--- src/rtl/acdrv_pkg.sv ---
`timescale 1ns/1ps
// Shared instruction encoding and decode helpers for the AC boundary-scan driver.
// Assumes the instruction register outside this block presents a 2-bit code.
package acdrv_pkg;

    typedef enum logic [1:0] {
        INS_OTHER = 2'd0,
        INS_DC    = 2'd1,
        INS_PULSE = 2'd2,
        INS_TRAIN = 2'd3
    } ins_e;

    // True when the data register of this chain is selected.
    function automatic logic is_test(input ins_e i);
        return i != INS_OTHER;
    endfunction

endpackage

--- src/rtl/acdrv_tsig_gen.sv ---
`timescale 1ns/1ps
// Single AC test signal generator shared by every driver cell.
// Updates on the falling TCK edge; assumes st_idle is stable over a TCK period.
module acdrv_tsig_gen (
    input  logic       tck,
    input  logic       rst_n,
    input  logic [1:0] instr,
    input  logic       st_idle,
    output logic       ac_sig
);
    import acdrv_pkg::*;

    ins_e ins_w;
    assign ins_w = ins_e'(instr);

    // Pulse: high for the whole idle visit; train: toggle per idle edge; else low.
    always_ff @(negedge tck) begin
        if (!rst_n) begin
            ac_sig <= 1'b0;
        end else begin
            case (ins_w)
                INS_PULSE: ac_sig <= st_idle;
                INS_TRAIN: ac_sig <= st_idle ? ~ac_sig : 1'b0;
                default:   ac_sig <= 1'b0;
            endcase
        end
    end
endmodule

--- src/rtl/acdrv_rx_edge.sv ---
`timescale 1ns/1ps
// Receive-side edge capture: rebuilds a level from rise/fall strobes per pin.
// Assumes the comparator strobes are already synchronous to TCK.
module acdrv_rx_edge #(
    parameter int NPIN = 4
) (
    input  logic            tck,
    input  logic            rst_n,
    input  logic [NPIN-1:0] rise,
    input  logic [NPIN-1:0] fall,
    output logic [NPIN-1:0] cap
);
    for (genvar g = 0; g < NPIN; g++) begin : g_bit
        // Set on a lone rise, clear on a lone fall, hold otherwise.
        always_ff @(posedge tck) begin
            if (!rst_n) begin
                cap[g] <= 1'b0;
            end else if (rise[g] && !fall[g]) begin
                cap[g] <= 1'b1;
            end else if (fall[g] && !rise[g]) begin
                cap[g] <= 1'b0;
            end
        end
    end
endmodule

--- src/rtl/acdrv_cell.sv ---
`timescale 1ns/1ps
// One boundary-scan output cell: capture/shift stage, falling-edge update latch,
// AC inversion stage and pin mux. Enables arrive pre-gated by the instruction.
module acdrv_cell (
    input  logic tck,
    input  logic rst_n,
    input  logic cap_en,
    input  logic shift_en,
    input  logic upd_en,
    input  logic test_mode,
    input  logic ser_in,
    input  logic cap_val,
    input  logic ac_sig,
    input  logic mission,
    output logic ser_out,
    output logic pin_out
);
    logic sr_q;
    logic upd_q;
    logic ac_bit;

    // Shift stage: capture wins over shift.
    always_ff @(posedge tck) begin
        if (!rst_n) begin
            sr_q <= 1'b0;
        end else if (cap_en) begin
            sr_q <= cap_val;
        end else if (shift_en) begin
            sr_q <= ser_in;
        end
    end

    // Update latch loads on the falling edge so the pin changes mid-period.
    always_ff @(negedge tck) begin
        if (!rst_n) begin
            upd_q <= 1'b0;
        end else if (upd_en) begin
            upd_q <= sr_q;
        end
    end

    // AC stage and pin select.
    always_comb begin
        ac_bit  = upd_q ^ ac_sig;
        pin_out = test_mode ? ac_bit : mission;
    end

    assign ser_out = sr_q;
endmodule

--- src/rtl/ac_bscan_drv.sv ---
`timescale 1ns/1ps
// Top: chain of NPIN AC-capable driver cells, one shared AC test signal
// generator and the receive edge capture. TDI feeds cell NPIN-1, TDO is cell 0.
// Assumes decoded TAP state strobes that change after the rising TCK edge.
module ac_bscan_drv #(
    parameter int NPIN = 4
) (
    input  logic            tck,
    input  logic            rst_n,
    input  logic            tdi,
    input  logic [1:0]      instr,
    input  logic            st_capture,
    input  logic            st_shift,
    input  logic            st_update,
    input  logic            st_idle,
    input  logic [NPIN-1:0] mission,
    input  logic [NPIN-1:0] rx_rise,
    input  logic [NPIN-1:0] rx_fall,
    output logic            tdo,
    output logic [NPIN-1:0] pin
);
    import acdrv_pkg::*;

    localparam int NLINK = NPIN + 1;

    logic             test_sel;
    logic             cap_en;
    logic             shift_en;
    logic             upd_en;
    logic             ac_sig;
    logic [NPIN-1:0]  rx_cap;
    logic [NLINK-1:0] link;

    // Gate data-register operations with the instruction decode.
    always_comb begin
        test_sel = is_test(ins_e'(instr));
        cap_en   = st_capture & test_sel;
        shift_en = st_shift & test_sel;
        upd_en   = st_update & test_sel;
    end

    acdrv_tsig_gen u_tsig (
        .tck     (tck),
        .rst_n   (rst_n),
        .instr   (instr),
        .st_idle (st_idle),
        .ac_sig  (ac_sig)
    );

    acdrv_rx_edge #(.NPIN(NPIN)) u_rx (
        .tck   (tck),
        .rst_n (rst_n),
        .rise  (rx_rise),
        .fall  (rx_fall),
        .cap   (rx_cap)
    );

    assign link[NPIN] = tdi;

    for (genvar g = 0; g < NPIN; g++) begin : g_cell
        acdrv_cell u_cell (
            .tck       (tck),
            .rst_n     (rst_n),
            .cap_en    (cap_en),
            .shift_en  (shift_en),
            .upd_en    (upd_en),
            .test_mode (test_sel),
            .ser_in    (link[g+1]),
            .cap_val   (rx_cap[g]),
            .ac_sig    (ac_sig),
            .mission   (mission[g]),
            .ser_out   (link[g]),
            .pin_out   (pin[g])
        );
    end

    assign tdo = link[0];
endmodule

--- config.mk ---
export PLATFORM = sky130hd
export DESIGN_NAME = ac_bscan_drv
export DESIGN_NICKNAME = d
export VERILOG_FILES = /design/src/rtl/acdrv_pkg.sv /design/src/rtl/acdrv_tsig_gen.sv /design/src/rtl/acdrv_rx_edge.sv /design/src/rtl/acdrv_cell.sv /design/src/rtl/ac_bscan_drv.sv
export SDC_FILE = /design/constraint.sdc
export NUM_CORES = 1
export LEC_CHECK = 0
export BUFFER_PORTS_ARGS = -buffer_cell sky130_fd_sc_hd__clkbuf_2
export CAP_MARGIN = 30
export CORE_MARGIN = 2
export CORE_UTILIZATION = 30
export DETAILED_ROUTE_END_ITERATION = 7
export PLACE_DENSITY = 0.51
export SETUP_SLACK_MARGIN = 0.1
export SYNTH_ARGS = -nofsm -noshare
export SYNTH_HDL_FRONTEND = slang
export SYNTH_SLANG_ARGS = --single-unit
--- constraint.sdc ---
create_clock -name tck -period 2.2 [get_ports tck]
set_input_delay 0 -clock tck [delete_from_list [all_inputs] [get_ports tck]]
set_output_delay 0 -clock tck [all_outputs]
set_load 0.01 [all_outputs]
==> metrics.txt <==
port bufs 25; Clock Tree Root clkbuf_4; critical path, cell by cell xnor2_1, o21ai_1, buf_2; post-place instance area 832 sq um; Syn Nets 99; ys flop type dfxtp_1; core area 0.00225 sq mm; Inst Count DP 120; drt pass-1 iters 1; total CTS buffers 3; utilization after layout 39.0%; H-tree levels 1; Seq/Total Area, Yosys 36.0%; Area growth syn-to-layout 21.5%; async set-or-reset flop fraction in the synthesized netlist 0%; Post-Synth XOR/XNOR Area 4.84%; post-DR wirelength/cell 9.84 microns; Row Count 17; die area 0.00282 sq mm; post-synthesis area per instance 9.77 sq um; Leak 0.478 nW; clock skew 0.0613 ns; number of synthesized flops with an enable pin 0; worst min-delay path category input port to register; Post-Route Setup TNS 0 ns; starting density of the core 32.1%; final instance area 878 sq um; Antenna Violating Nets Remaining 0; DR iter-0 viols 0; Detailed Place HPWL 1020 microns; Tot GR Track Use 10.5%; number of synthesized register bits 13; cell accounting for the most synthesized area dfxtp_1; cts hold-fix bufs 0; Die H 53.1 microns; Arr. time, crit path 2.15 ns; routed vias/inst 4.35; maximum number of pins on one net before global-route repair 14; Slew Viols, Final 0; final setup fails 0; Post-CTS Repair Setup Buffers 0; Setup Crit Path Kind register to output pin; layout cell share with drive strength beyond 1 32.0%; status finished clean; top-count cell post-synth dfxtp_1; Top delay family on crit path flip-flops; RSZ-0062 raised after global routing yes; first-pass GRT wire length 2140 microns; Skew-Pair Late Insertion Delay 0.34 ns; Worst VDD drop 281 uV; post-synthesis mux area share 16.6%; Worst Max-Slew Pin Slew 0.431 ns; crit path buf inv count 1; number of distinct library cells after synthesis 18; Worst slew margin 71.1%; startpoint types register; non-filler instance count after layout 128; IO Count 26; largest cells by area after synthesis dfxtp_1 36%, mux2i_1 17%, ha_1 6.9%; worst-path maximum fanout 5; top cell type's share of synthesized area 36.0%; WL final 1260 microns; largest family of logic cells by synthesized area multiplexers; WP data required 2.20 ns; compound-cell area share of the yosys netlist 13.7%; CTS Sinks 13; cell area power density 608 mW/mm^2; critical path endpoint category output pin; antenna violations before repair 0; Synthesis Warnings 0; Slowest-stage cell, CP dfxtp_4; vias in the first global route 545; CP peak stage delay 0.35 ns; CTS tree built; CTS Buffer Depth 2; diodes inserted 0; Commonest cells post-synth 13 x dfxtp_1, 12 x mux2i_1, 8 x nand2_1, 8 x nor2b_1, 5 x inv_1; adder-cell share of the synthesized area 6.92%; Final Hold Viols 0; CTS clk-pin slew, worst paths 0.08 ns; Synth Cell Area 723 sq um; GRT overflow 0; Die Wd 53.1 microns; RD Place Congestion 0.668; NumNets Final 126; Max-Cap Viols 0; Syn Inst Count 74; Vias 557; post-synthesis simple-gate area fraction 12.3%; DRC Markers 0
==> repair_timing <==
action                     in CTS  in global routing
pin swaps                       0                  0
setup endpoints to repair       4                  4
gates resized for setup         6                  4
==> report_power, final <==
group / internal, mW / leakage (nW) / switching (mW)
combinational: 0.0525 / 0.330 / 0.0442
sequential: 0.249 / 0.107 / 0.00963
clock: 0.0782 / 0.0405 / 0.101
total: 0.379 / 0.478 / 0.154
==> placed cells by master (no fill, tap or decap), drive strengths merged <==
cell type / Yosys / routed
nand3: 1 / 1
nand2: 8 / 8
mux2i: 12 / 12
o22a: 1 / 1
o211a: 4 / 4
buf: 6 / 4
inv: 5 / 9
a21oi: 1 / 1
o21ai: 5 / 5
clkinvlp: 0 / 1
clkbuf: 1 / 24
dfxtp: 13 / 13
nor2b: 8 / 8
xnor2: 4 / 4
ha: 4 / 4
nor2: 1 / 1
==> registers in the layout, indices dropped and copies added, names as in the netlist <==
signal                 count
u_tsig.ac_sig              1
g_cell.u_cell.ser_out      4
g_cell.u_cell.upd_q        4
u_rx.cap                   4
==> logic make-up (layout without fill, tap and decap cells) <==
kind of cell	after synthesis	after routing
xor+xnor	4	4
fa+ha+maj	4	4
compound gates	11	11
buf+inv	12	38
simple gates	18	18
mux	12	12
flops	13	13
==> final cells by class <==
cell class              count  area, sq um
fillers                   253         1380
multi-input cells          49          393
flip-flops and latches     13          264
repair buffers             25          125
well taps                  28         35.0
clock inverters             6         23.8
clock buffers               3         22.5
inverters                   4         15.0
==> worst min-delay path: cells and delay by family <==
kind                   cells  cell delay, ns
buffers and inverters      1            0.08
AO/OA/AOI/OAI              1            0.14
multiplexers               1            0.06
AND/OR/NAND/NOR            1            0.06
==> path summary, 6_finish.rpt <==
path         slack (ns)  cells after the start                  endpoint                startpoint
max                0.05                      3                    pin[3]             u_tsig.ac_sig
min                0.09                      4  g_cell[3].u_cell.ser_out                       tdi
max reg2reg        0.52                      2    g_cell[3].u_cell.upd_q  g_cell[3].u_cell.ser_out
min reg2reg        0.48                      1             u_tsig.ac_sig             u_tsig.ac_sig
==> per-stage QoR <==
step	worst slack (ns)	power [mW]	hold slack, ns
finish	0.0489	0.534	0.0937
global route	-0.0452	0.577	0.0923
CTS	0.0181	0.547	0.0916
detailed placement	0.274	0.378	0.293
global placement	0.298	0.375	0.290
floorplan	0.291	0.350	0.128
==> metal layers <==
layer  part of all wire [%]  vias to the layer above  track usage (%)
met4                      0                        0             5.13
met1                     47                      241             11.2
met3                    7.5                        0             3.39
met5                      0                        -                0
met2                     45                       18             18.5
li1                       -                      298                -
Note: power is estimated with default switching activity, not from simulation.
